[config.mk]
export PLATFORM = sky130hd
export DESIGN_NAME = ctlword_seq
export DESIGN_NICKNAME = d
export VERILOG_FILES = /design/src/rtl/ctlword_seq_pkg.sv /design/src/rtl/ctlword_mode_decode.sv /design/src/rtl/ctlword_stage_fsm.sv /design/src/rtl/ctlword_regbank.sv /design/src/rtl/ctlword_seq.sv
export SDC_FILE = /design/constraint.sdc
export NUM_CORES = 1
export LEC_CHECK = 0
export CAP_MARGIN = 20
export CORE_ASPECT_RATIO = 1.75
export CORE_UTILIZATION = 52
export CTS_CLUSTER_SIZE = 20
export DETAILED_ROUTE_END_ITERATION = 7
export DONT_BUFFER_PORTS = 1
export PLACE_DENSITY = 0.67
export SLEW_MARGIN = 10
export SYNTH_ARGS = -nofsm -noshare
export SYNTH_HDL_FRONTEND = slang
export SYNTH_HIERARCHICAL = 1
export SYNTH_SLANG_ARGS = --single-unit
[constraint.sdc]
create_clock -name clk -period 1.7 [get_ports clk]
set_clock_uncertainty 0.1 [all_clocks]
set_input_delay 0.085 -clock clk [delete_from_list [all_inputs] [get_ports clk]]
set_output_delay 0.085 -clock clk [all_outputs]
set_load 0.005 [all_outputs]
[src/rtl/ctlword_seq_pkg.sv]
package ctlword_seq_pkg;

    localparam int BYTE_W    = 8;
    localparam int NUM_REGS  = 4;
    localparam int REG_MODE  = 0;
    localparam int REG_SYNC1 = 1;
    localparam int REG_SYNC2 = 2;
    localparam int REG_CMD   = 3;

    typedef enum logic [1:0] {
        ST_MODE  = 2'd0,
        ST_SYNC1 = 2'd1,
        ST_SYNC2 = 2'd2,
        ST_CMD   = 2'd3
    } seq_stage_e;

    typedef struct packed {
        seq_stage_e stage;
        logic       irst;
    } fsm_state_t;

endpackage

[src/rtl/ctlword_mode_decode.sv]
module ctlword_mode_decode #(
    parameter int DATA_W     = 8,
    parameter int SEL_W      = 2,
    parameter int SINGLE_BIT = 7
) (
    input  logic [DATA_W-1:0] mode_in,
    output logic [1:0]        sync_count
);
    localparam logic [SEL_W-1:0] SYNC_CODE = '0;

    always_comb begin
        if (mode_in[SEL_W-1:0] != SYNC_CODE) begin
            sync_count = 2'd0;
        end else if (mode_in[SINGLE_BIT]) begin
            sync_count = 2'd1;
        end else begin
            sync_count = 2'd2;
        end
    end
endmodule

[src/rtl/ctlword_stage_fsm.sv]
module ctlword_stage_fsm
    import ctlword_seq_pkg::*;
#(
    parameter int DATA_W   = 8,
    parameter int NREG     = 4,
    parameter int IRST_BIT = 6
) (
    input  logic              clk,
    input  logic              rst,
    input  logic              ctl_wr,
    input  logic [DATA_W-1:0] wr_data,
    input  logic [1:0]        new_sync_count,
    input  logic [1:0]        cur_sync_count,
    output logic [NREG-1:0]   load_en,
    output logic              clr_cmd,
    output logic              irst_q
);
    fsm_state_t state_d, state_q;

    always_comb begin
        state_d = state_q;
        state_d.irst = 1'b0;
        load_en = '0;
        clr_cmd = 1'b0;
        if (ctl_wr) begin
            unique case (state_q.stage)
                ST_MODE: begin
                    load_en[REG_MODE] = 1'b1;
                    state_d.stage = (new_sync_count == 2'd0) ? ST_CMD : ST_SYNC1;
                end
                ST_SYNC1: begin
                    load_en[REG_SYNC1] = 1'b1;
                    state_d.stage = (cur_sync_count == 2'd2) ? ST_SYNC2 : ST_CMD;
                end
                ST_SYNC2: begin
                    load_en[REG_SYNC2] = 1'b1;
                    state_d.stage = ST_CMD;
                end
                ST_CMD: begin
                    if (wr_data[IRST_BIT]) begin
                        clr_cmd       = 1'b1;
                        state_d.irst  = 1'b1;
                        state_d.stage = ST_MODE;
                    end else begin
                        load_en[REG_CMD] = 1'b1;
                    end
                end
                default: state_d.stage = ST_MODE;
            endcase
        end
    end

    always_ff @(posedge clk) begin
        if (rst) begin
            state_q <= '{stage: ST_MODE, irst: 1'b0};
        end else begin
            state_q <= state_d;
        end
    end

    assign irst_q = state_q.irst;

    a_r8_single_pulse: assert property (@(posedge clk) disable iff (rst)
        irst_q |=> !irst_q);

    a_r8_back_to_mode: assert property (@(posedge clk) disable iff (rst)
        irst_q |-> state_q.stage == ST_MODE);

    a_r3_async_skips_sync: assert property (@(posedge clk) disable iff (rst)
        (ctl_wr && state_q.stage == ST_MODE && wr_data[1:0] != 2'b00)
        |=> state_q.stage == ST_CMD);

    a_r7_stage_hold: assert property (@(posedge clk) disable iff (rst)
        !ctl_wr |=> $stable(state_q.stage));
endmodule

[src/rtl/ctlword_regbank.sv]
module ctlword_regbank
    import ctlword_seq_pkg::*;
#(
    parameter int DATA_W = 8,
    parameter int NREG   = 4
) (
    input  logic                         clk,
    input  logic                         rst,
    input  logic [NREG-1:0]              load_en,
    input  logic                         clr_cmd,
    input  logic [DATA_W-1:0]            wr_data,
    output logic [NREG-1:0][DATA_W-1:0]  regs_q
);
    logic [NREG-1:0][DATA_W-1:0] regs_d;

    for (genvar g = 0; g < NREG; g++) begin : g_reg
        always_comb begin
            regs_d[g] = regs_q[g];
            if (load_en[g]) begin
                regs_d[g] = wr_data;
            end
            if (g == REG_CMD && clr_cmd) begin
                regs_d[g] = '0;
            end
        end
    end

    always_ff @(posedge clk) begin
        if (rst) begin
            regs_q <= '0;
        end else begin
            regs_q <= regs_d;
        end
    end

    a_r2_mode_loaded: assert property (@(posedge clk) disable iff (rst)
        load_en[REG_MODE] |=> regs_q[REG_MODE] == $past(wr_data));

    a_r6_cmd_loaded: assert property (@(posedge clk) disable iff (rst)
        load_en[REG_CMD] |=> regs_q[REG_CMD] == $past(wr_data));

    a_r8_cmd_cleared: assert property (@(posedge clk) disable iff (rst)
        clr_cmd |=> regs_q[REG_CMD] == '0);

    a_r9_cfg_kept: assert property (@(posedge clk) disable iff (rst)
        clr_cmd |=> $stable(regs_q[REG_MODE]) && $stable(regs_q[REG_SYNC1])
                    && $stable(regs_q[REG_SYNC2]));
endmodule

[src/rtl/ctlword_seq.sv]
module ctlword_seq
    import ctlword_seq_pkg::*;
#(
    parameter int DATA_W     = BYTE_W,
    parameter int SEL_W      = 2,
    parameter int SINGLE_BIT = 7,
    parameter int IRST_BIT   = 6
) (
    input  logic              clk,
    input  logic              rst,
    input  logic              wr_en,
    input  logic              cd_sel,
    input  logic [DATA_W-1:0] wr_data,
    output logic [DATA_W-1:0] mode_byte,
    output logic [DATA_W-1:0] sync1_byte,
    output logic [DATA_W-1:0] sync2_byte,
    output logic [DATA_W-1:0] cmd_byte,
    output logic              irst_pulse
);
    logic                              ctl_wr;
    logic [1:0]                        new_cnt, cur_cnt;
    logic [NUM_REGS-1:0]               load_en;
    logic                              clr_cmd;
    logic [NUM_REGS-1:0][DATA_W-1:0]   regs_q;

    assign ctl_wr = wr_en & cd_sel;

    ctlword_mode_decode #(.DATA_W(DATA_W), .SEL_W(SEL_W), .SINGLE_BIT(SINGLE_BIT))
        i_dec_new (.mode_in(wr_data), .sync_count(new_cnt));

    ctlword_mode_decode #(.DATA_W(DATA_W), .SEL_W(SEL_W), .SINGLE_BIT(SINGLE_BIT))
        i_dec_cur (.mode_in(regs_q[REG_MODE]), .sync_count(cur_cnt));

    ctlword_stage_fsm #(.DATA_W(DATA_W), .NREG(NUM_REGS), .IRST_BIT(IRST_BIT)) i_fsm (
        .clk            (clk),
        .rst            (rst),
        .ctl_wr         (ctl_wr),
        .wr_data        (wr_data),
        .new_sync_count (new_cnt),
        .cur_sync_count (cur_cnt),
        .load_en        (load_en),
        .clr_cmd        (clr_cmd),
        .irst_q         (irst_pulse)
    );

    ctlword_regbank #(.DATA_W(DATA_W), .NREG(NUM_REGS)) i_regs (
        .clk     (clk),
        .rst     (rst),
        .load_en (load_en),
        .clr_cmd (clr_cmd),
        .wr_data (wr_data),
        .regs_q  (regs_q)
    );

    assign mode_byte  = regs_q[REG_MODE];
    assign sync1_byte = regs_q[REG_SYNC1];
    assign sync2_byte = regs_q[REG_SYNC2];
    assign cmd_byte   = regs_q[REG_CMD];

    a_r7_no_ctl_no_change: assert property (@(posedge clk) disable iff (rst)
        !(wr_en && cd_sel) |=> $stable(mode_byte) && $stable(sync1_byte)
                              && $stable(sync2_byte) && $stable(cmd_byte));

    a_r8_pulse_cmd_zero: assert property (@(posedge clk) disable iff (rst)
        irst_pulse |-> cmd_byte == '0);
endmodule

==> metrics, run 1 <==
outcome complete, no violations; chip width 42.20 um; cell area after synthesis 0.001470 mm2; CP Launch Type register; first-pass GRT wire length approximately 4700 um; Ports 45; post-synth top area cell dfxtp_1; ys async rst share 0%; Layout area overhead 12.43%; Clk pwr share roughly 40%; CTS max path bufs 2; Internal Power around 1300 uW; syn_area_per_cell between 10 and 15 um2; First-pass DRT Iterations 4; 1st-iter DRT viols 15; vias between 900 and 1000; syn nets between 150 and 200; final hold violation count 0; Tot GR Track Use between 20% and 30%; share of cells above drive strength 1 about a fifth; sink of the worst hold path i_fsm/irst_q$_SDFF_PP0_; nets@finish 165; number of enable flip-flop cells after synthesis 0; Die Height roughly 72 um; grt ovf 0; CTS tree built; DRC 0; Routability Congestion 0.7741; Peak supply drop about 0.84 mV; RSZ-0062 raised after global routing false; pwr dens ~1000 mW/mm2; Final Setup Violations 0; FF-to-FF path depth 5; Post-CTS Setup Bufs 0; Final HPWL DP between 1500 and 2000 um; count leader, synth dfxtp_1; Final Max Slew Viols 0; Worst Hold Depth 2; initial antenna violation count 0; pin count of the biggest net entering global routing 28; Root Buffer clkbuf_8; Die Footprint around 0.003 mm2; Max Cap Viol 0; Req. time, crit path around 1.7 ns; ant diodes 0; CTS Buf Count 5; r2r startpoint i_fsm/state_q[1]$_SDFFE_PP0P_; setup TNS 0 ns; crit path capture type register; Arr. time, crit path approximately 1.6 ns; Antenna Violating Nets Remaining 0; Warnings, synthesis 6; area share of the largest cell type after synthesis about 48%; Sw Ratio between 20% and 30%; Min-Delay Startpoint wr_data[6]; post-synthesis register bit count 35; final WL 2971 um; Reg2Reg Capture Point i_fsm/state_q[1]$_SDFFE_PP0P_; Slew headroom 32.51%; R2R Setup Slk 0.13 ns; NetSw roughly 370 uW; kind of critical path reg2reg; synth cell count leaders dfxtp_1, mux2i_1, nor2_1; PortBufs 0; vias per inst roughly 5.6; register share of total power around 52%; Primary FF master, synth dfxtp_1; DP Worst Slack approximately 0.12 ns; vias in the first global route a little over 900; final core occ slightly above 60%; Hold Path Class in2reg; Netlist cell types 23; Starting Density between 50 and 60%; worst setup margin between 0.1 and 0.15 ns; wire per inst 16.88 um; Synth area leaders dfxtp_1, mux2i_1, nor2_1; sequential fraction of the synthesis area 47.66%; fmax between 600 and 700 MHz; Logic pwr share under 10%; clk slew on worst S/H paths roughly 0.07 ns; Cells after Synth between 100 and 150; core area 0.002690 mm2; crit path time final roughly 1.6 ns; worst-path fanout max 4; FP Rows 25; htree depth 2; clk_lat worst skew just under 0.3 ns; worst-margin pin slew about 1.0 ns; Clock Sinks 35; Lkg Pwr just over 0.0006 uW; period utilization ~90%
[power by group through the flow]
stage | Sequential [uW] | Clock (uW) | Combinational [uW]
after floorplan | 875 | 0 | 98.2
after global placement | 879 | 0 | 94.3
after global routing | 863 | 699 | 148
after detailed placement | 880 | 0 | 96.4
after CTS | 861 | 673 | 135
final | 861 | 652 | 134
[flip-flops by register name (all words and copies together) (netlist names)]
| name | cells |
|---|---|
| i_regs/regs_q | 32 |
| i_fsm/state_q | 2 |
| i_fsm/irst_q | 1 |
[worst max-delay path, stage by stage, from the launching register on]
cell and delay [ns]:
dfxtp_1 0.40, inv_1 0.12, ha_1 0.24, or2_2 0.27, a31oi_1 0.22, a311oi_2 0.07
[metrics by stage]
step	instances	area (um2)	total power (uW)	hold slack, ns
after floorplan	139	1470	972.8	0.05286
after global placement	159	1459	973.2	0.05686
after detailed placement	159	1459	976.0	0.05973
after CTS	176	1649	1669	0.002938
after global routing	176	1653	1711	0.03918
final	176	1653	1647	0.01033
[area by class of cell]
cell class	instances	area [um2]
flip-flops and latches	35	700.7
well taps	27	33.78
inverters	3	11.26
repair buffers	10	97.59
clock buffers	8	100.1
fillers	231	1037
multi-input cells	93	709.4
[cells in the final DEF (no fill, tap or decap)]
master,instances
nor2_1,27
a311oi_2,1
nand2b_4,1
o21ai_0,1
nor3_2,2
clkbuf_1,1
and2_4,1
or2_1,1
nor2b_1,1
nand2_1,1
dfxtp_1,35
buf_4,1
a31oi_1,1
inv_1,3
and2_2,3
or2_2,1
dlygate4sd3_1,9
clkbuf_8,7
and3_2,1
mux2i_1,33
nor2_2,8
a21oi_1,1
and2_1,1
nor3b_2,2
a211oi_1,1
ha_1,5
[routing by layer]
metal,share of wire (%),GRT usage (%)
met1,37,22.78
met2,53,35.21
met3,7.4,8.209
met4,2.4,11.81
met5,0,0
[kinds of logic after synthesis]
| logic type | Yosys count | synth area share [%] |
|---|---|---|
| compound gates | 5 | 2.638 |
| flops | 35 | 47.66 |
| buf+inv | 11 | 4.340 |
| simple gates | 50 | 18.64 |
| fa+ha+maj | 5 | 4.255 |
| mux | 33 | 22.47 |
[how the worst max path moves through the flow]
stage | from | end | slack (ns)
after floorplan | i_fsm/state_q[2]$_SDFFE_PP0P_ | i_regs/regs_q[24]$_SDFFE_PP0P_ | 0.29
final | i_fsm/state_q[1]$_SDFFE_PP0P_ | i_fsm/state_q[1]$_SDFFE_PP0P_ | 0.13
after detailed placement | i_fsm/state_q[1]$_SDFFE_PP0P_ | i_regs/regs_q[5]$_SDFFE_PP0P_ | 0.12
after global placement | i_fsm/state_q[1]$_SDFFE_PP0P_ | i_regs/regs_q[5]$_SDFFE_PP0P_ | 0.15
after global routing | i_fsm/state_q[2]$_SDFFE_PP0P_ | i_regs/regs_q[27]$_SDFFE_PP0P_ | 0.02
after CTS | i_fsm/state_q[1]$_SDFFE_PP0P_ | i_regs/regs_q[5]$_SDFFE_PP0P_ | 0.05
[timing repair]
action,in CTS,in global routing
hold endpoints to repair,35,0
endpoints found under the setup margin,0,22
hold buffers,9,0
resized for setup,0,3
Note: power is estimated with default switching activity, not from simulation.
==> run 2: changes to the inputs <==
clock period = 1.8 ns   (was 1.7 ns; I/O delays follow)
==> metrics, run 2 (same netlist as run 1, synthesis figures left out) <==
outcome complete, no violations (unchanged); commonest non-fill, non-tap cell in the layout dfxtp_1 (unchanged); Die Height 72.34 um (unchanged); Lkg Pwr 0.0006207 uW (was 0.0006071 uW); wire per inst 17.01 um (was 16.88 um); CTS resizes 0 (unchanged); Slew headroom 37.95% (was 32.51%); crit path time final 1.601 ns (was 1.571 ns); CTS Buf Count 5 (unchanged); r2r startpoint i_fsm/state_q[1]$_SDFFE_PP0P_ (unchanged); Peak supply drop 0.6255 mV (was 0.8374 mV); FF-to-FF path depth 5 (unchanged); Max Cap Viol 0 (unchanged); Fin Hold WS 0.01617 ns (was 0.01033 ns); Final Setup Violations 0 (unchanged); final WL 3044 um (was 2971 um); grt ovf 0 (unchanged); core area 0.002690 mm2 (unchanged); CTS tree built (unchanged); share of cells above drive strength 1 18.42% (was 18.79%); CP Capture Point i_fsm/state_q[1]$_SDFFE_PP0P_ (unchanged); Final HPWL DP 1985 um (was 1940 um); First-pass DRT Iterations 3 (was 4); PortBufs 0 (unchanged); fmax 624.5 MHz (was 636.6 MHz); most frequent cells in the layout dfxtp_1, mux2i_1, nor2_1 (unchanged); clk_lat worst skew 0.29 ns (about the same); Routability Congestion 0.7718 (was 0.7741); final hold violation count 0 (unchanged); vias in the first global route 1012 (was 927); DP Worst Slack 0.2478 ns (was 0.1233 ns); Reg2Reg Capture Point i_fsm/state_q[1]$_SDFFE_PP0P_ (unchanged); CP Launch Point i_fsm/state_q[1]$_SDFFE_PP0P_ (unchanged); kind of critical path reg2reg (unchanged); Root Buffer clkbuf_8 (unchanged); Die Footprint 0.003052 mm2 (unchanged); chip width 42.20 um (unchanged); Starting Density 54.65% (unchanged); R2R Setup Slk 0.20 ns (was 0.13 ns); worst setup margin 0.1988 ns (was 0.1291 ns); Design Area, Final 0.001672 mm2 (was 0.001653 mm2); Hold Path Class in2reg (unchanged); FP Rows 25 (unchanged); 1st-iter DRT viols 10 (was 15); nets@finish 168 (was 165); CTS max path bufs 2 (unchanged); pwr dens 937.2 mW/mm2 (was 996.2 mW/mm2); vias 970 (was 977); Tot GR Track Use 21.42% (was 21.25%); vias per inst 5.419 (was 5.551); htree depth 2 (unchanged); pin count of the biggest net entering global routing 28 (unchanged); Arr. time, crit path 1.63 ns (was 1.60 ns); max reg flops 32 (unchanged); CP Launch Type register (unchanged); first-pass GRT wire length 4788 um (was 4678 um); Clock Sinks 35 (unchanged); Final Max Slew Viols 0 (unchanged); RSZ-0062 raised after global routing false (unchanged); DRC 0 (unchanged); Ports 45 (unchanged); initial antenna violation count 0 (unchanged); clk slew on worst S/H paths 0.07 ns (about the same); worst-path fanout max 4 (unchanged); worst-margin pin slew 0.9277 ns (was 1.009 ns); ant diodes 0 (unchanged); setup TNS 0 ns (unchanged); Layout area overhead 13.70% (was 12.43%); Placed Area 0.001481 mm2 (was 0.001459 mm2); Biggest register i_regs/regs_q (unchanged); period utilization 88.95% (was 92.40%); Antenna Violating Nets Remaining 0 (unchanged); Req. time, crit path 1.83 ns (was 1.73 ns); crit path capture type register (unchanged)
## run 2: layout make-up
type / instances / area [um2]
clock buffer: 8 / 100.1
inverter: 3 / 11.26
fill: 226 / 1018
multi-input combinational: 93 / 705.7
sequential: 35 / 700.7
tap: 27 / 33.78
timing repair buffer: 13 / 120.1
## run 2: routing by layer
layer / GRT usage [%] / share of wire, %
met5: 0 / 0
met3: 6.965 / 6.2
met2: 37.78 / 54
met1: 20.76 / 36
met4: 13.89 / 3.1
## run 2: worst min path at each step
stage | startpoint | endpoint | depth (start not counted)
2_1_floorplan | rst | i_fsm/state_q[1]$_SDFFE_PP0P_ | 1
3_3_place_gp | rst | i_fsm/state_q[1]$_SDFFE_PP0P_ | 1
3_5_place_dp | rst | i_fsm/irst_q$_SDFF_PP0_ | 1
4_1_cts | wr_data[6] | i_fsm/irst_q$_SDFF_PP0_ | 2
5_1_grt | wr_data[6] | i_fsm/irst_q$_SDFF_PP0_ | 2
6_report | wr_data[6] | i_fsm/irst_q$_SDFF_PP0_ | 2
## run 2: repair_timing
item / 4_1_cts / 5_1_grt
hold endpoints to repair: 35 / 0
setup buffers: 0 / 0
hold buffers: 9 / 0
setup endpoints to repair: 0 / 0
## run 2: through the flow
stage	utilization, %	power, uW	std cells
detailed placement	55.07	928.7	162
global placement	55.07	924.8	162
floorplan	-	918.8	139
CTS	62.14	1595	179
finish	62.14	1567	179
global route	62.14	1619	179
## run 2: report_power, final
group | internal [uW] | leakage, uW | switching (uW) | total (uW)
clock | 349 | 0.0000515 | 271 | 620
sequential | 794 | 0.000283 | 19.4 | 814
combinational | 63.3 | 0.000286 | 69.8 | 133
## run 2: worst max-delay path: stages, from the launching register on
cell and delay (ns):
dfxtp_1 0.40, inv_1 0.11, ha_1 0.25, or2_2 0.30
a31oi_1 0.21, a311oi_2 0.07
==> run 3: changes to the inputs <==
ABC_AREA = 1   (was unset)
==> metrics, run 3 <==
Worst Hold Depth 4 (was 2); Peak supply drop 0.5819 mV (was 0.6255 mV); Post-Synth XOR/XNOR Area 0% (unchanged); cell area after synthesis 0.001712 mm2 (was 0.001470 mm2); Req. time, crit path 1.92 ns (was 1.83 ns); Synth Area in Compound Gates 2.705% (was 2.638%); share of cells above drive strength 1 22.27% (was 18.42%); commonest non-fill, non-tap cell in the layout nand2_1 (was dfxtp_1); mux share of post-synthesis cell area 0% (was 22.47%); vias in the first global route 1232 (was 1012); Post-Synth Adder-Cell Area 3.655% (was 4.255%); most frequent CP cell nand2_1; Die Height 77.90 um (was 72.34 um); CTS Buf Count 5 (unchanged); kind of critical path reg2reg (unchanged); Final HPWL DP 2267 um (was 1985 um); Hold Path Class in2reg (unchanged); Starting Density 54.48% (was 54.65%); CP cell instances ha_1 > nand2_1 > nor2_1 > buf_4 > inv_1 > nand2_1 > nand2_1 > nor2_1 (was inv_1 > ha_1 > or2_2 > a31oi_1 > a311oi_2); Final Setup Violations 0 (unchanged); FF-to-FF path depth 8 (was 5); initial antenna violation count 0 (unchanged); htree depth 2 (unchanged); PortBufs 0 (unchanged); syn_area_per_cell 7.346 um2 (was 10.58 um2); RSZ-0062 raised after global routing false (unchanged); CP Buf/Inv Count 2 (was 1); Root Buffer clkbuf_8 (unchanged); worst-margin pin slew 0.4721 ns (was 0.9277 ns); Die Footprint 0.003534 mm2 (was 0.003052 mm2); Layout area overhead 6.360% (was 13.70%); slowest CP cell dfxtp_1 (unchanged); fillers 335 (was 226); period utilization 84.51% (was 88.95%); fmax 657.4 MHz (was 624.5 MHz); CP max stage delay 0.40 ns (about the same); Primary FF master, synth dfxtp_1 (unchanged); CTS tree built (unchanged); clk_lat worst skew 0.28 ns (was 0.29 ns); syn nets 250 (was 156); chip width 45.37 um (was 42.20 um); area share of the largest cell type after synthesis 40.94% (was 47.66%); final hold violation count 0 (unchanged); wire per inst 11.19 um (was 17.01 um); outcome complete, no violations (unchanged); Ports 45 (unchanged); ant diodes 0 (unchanged); core area 0.003142 mm2 (was 0.002690 mm2); sequential fraction of the synthesis area 40.94% (was 47.66%); Tot GR Track Use 21.10% (was 21.42%); clk slew on worst S/H paths 0.07 ns (about the same); Crit path max-delay family simple AND/OR/NAND/NOR gates (was flip-flops); Placed Area 0.001658 mm2 (was 0.001481 mm2); crit path capture type register (unchanged); final core occ 57.95% (was 62.14%); post-synthesis register bit count 35 (unchanged); nets@finish 255 (was 168); Multi-input gate area 788.3 um2 (was 705.7 um2); Netlist cell types 20 (was 23); 1st-iter DRT viols 20 (was 10); Biggest register i_regs/regs_q (unchanged); final WL 3145 um (was 3044 um); post-synth top area cell dfxtp_1 (unchanged); Slew headroom 68.49% (was 37.95%); DP Worst Slack 0.3230 ns (was 0.2478 ns); Cells after Synth 233 (was 139); FP Rows 27 (was 25); First-pass DRT Iterations 4 (was 3); Critical Path Stages 8 (was 5); vias 1291 (was 970); Post-CTS Setup Bufs 0 (unchanged); Routability Congestion 0.7372 (was 0.7718); worst-path fanout max 13 (was 4); Clock Sinks 35 (unchanged); Max Cap Viol 0 (unchanged); Lkg Pwr 0.0008112 uW (was 0.0006207 uW); Warnings, synthesis 6 (unchanged); Antenna Violating Nets Remaining 0 (unchanged); max reg flops 32 (unchanged); synth cell count leaders nand2_1, nor2_1, dfxtp_1 (was dfxtp_1, mux2i_1, nor2_1); pwr dens 914.2 mW/mm2 (was 937.2 mW/mm2); FF/Latch Area 700.7 um2 (unchanged); worst setup margin 0.2788 ns (was 0.1988 ns); first-pass GRT wire length 5368 um (was 4788 um); Final Max Slew Viols 0 (unchanged); crit path time final 1.521 ns (was 1.601 ns); Arr. time, crit path 1.64 ns (was 1.63 ns); most frequent cells in the layout nand2_1, nor2_1, dfxtp_1 (was dfxtp_1, mux2i_1, nor2_1); count leader, synth nand2_1 (was dfxtp_1); pin count of the biggest net entering global routing 25 (was 28); Design Area, Final 0.001821 mm2 (was 0.001672 mm2); grt ovf 0 (unchanged); ys async rst share 0% (unchanged); area fraction in and, or, nand and nor cells after synthesis 39.69% (was 18.64%); CP Launch Type register (unchanged); vias per inst 4.594 (was 5.419); DRC 0 (unchanged); largest family of logic cells by synthesized area simple AND/OR/NAND/NOR gates (was multiplexers); CTS max path bufs 2 (unchanged); number of enable flip-flop cells after synthesis 0 (unchanged); Synth area leaders dfxtp_1, nand2_1, nor2_1 (was dfxtp_1, mux2i_1, nor2_1); Fin Hold WS 0.006417 ns (was 0.01617 ns); setup TNS 0 ns (unchanged)
-- run 3: cell count changes in the layout (fill, tap and decap cells not counted), moves of 2 or more --
cell,before,now
nand2_1,1,55
mux2i_1,33,0
nor2_1,27,53
inv_1,3,26
nand2_2,0,20
nor2_2,8,20
and2_1,4,0
buf_4,4,1
dlygate4sd3_1,9,6
clkbuf_8,7,5
nor3_2,2,0
nor3b_2,2,0
-- run 3: cell families after synthesis --
group	after synthesis
AO/OA/AOI/OAI	5
adder cells (fa/ha/maj)	5
buffers and inverters	37
flip-flops	35
AND/OR/NAND/NOR	151
-- run 3: per-layer routing --
metal  part of all wire (%)  up-vias  track usage (%)
li1                       -      683                -
met1                     42      571            21.48
met2                     52       33            37.25
met3                    5.0        4            6.512
met4                    1.3        0            9.091
met5                      0        -                0
-- run 3: worst paths after layout --
kind | from | end | slack [ns]
setup / recovery | i_fsm/state_q[1]$_SDFFE_PP0P_ | i_regs/regs_q[29]$_SDFFE_PP0P_ | 0.28
hold / removal | wr_data[2] | i_regs/regs_q[26]$_SDFFE_PP0P_ | 0.006
setup reg to reg | i_fsm/state_q[1]$_SDFFE_PP0P_ | i_regs/regs_q[29]$_SDFFE_PP0P_ | 0.28
hold reg to reg | i_regs/regs_q[30]$_SDFFE_PP0P_ | i_regs/regs_q[30]$_SDFFE_PP0P_ | 0.39
-- run 3: worst register-to-register path, delay by kind of cell (launching register included) --
family / cells / cell delay (ns)
flops: 1 / 0.40
buf+inv: 2 / 0.30
fa+ha+maj: 1 / 0.26
simple gates: 5 / 0.41
-- run 3: layout make-up --
class	instances	share of cell area [%]
clock buffer	6	3.986
clock inverter	1	1.649
inverter	28	5.911
multi-input combinational	161	43.30
sequential	35	38.49
tap	43	2.955
timing repair buffer	7	3.711
-- run 3: power breakdown --
part,leakage [uW],internal (uW),switching (uW)
combinational,0.000476,66.6,111
sequential,0.000284,803,23.3
clock,0.0000513,405,254
total,0.000811,1280,389
-- run 3: repair_timing --
| action | in CTS | in global routing |
|---|---|---|
| endpoints found under the hold margin | 28 | 0 |
| hold buffers | 6 | 0 |
| gates resized for setup | 0 | 0 |
-- run 3: per-stage QoR --
stage | instances | total power, uW
after global routing | 281 | 1747
after global placement | 268 | 1011
final | 281 | 1664
after detailed placement | 268 | 1011
after CTS | 281 | 1688
after floorplan | 233 | 1001
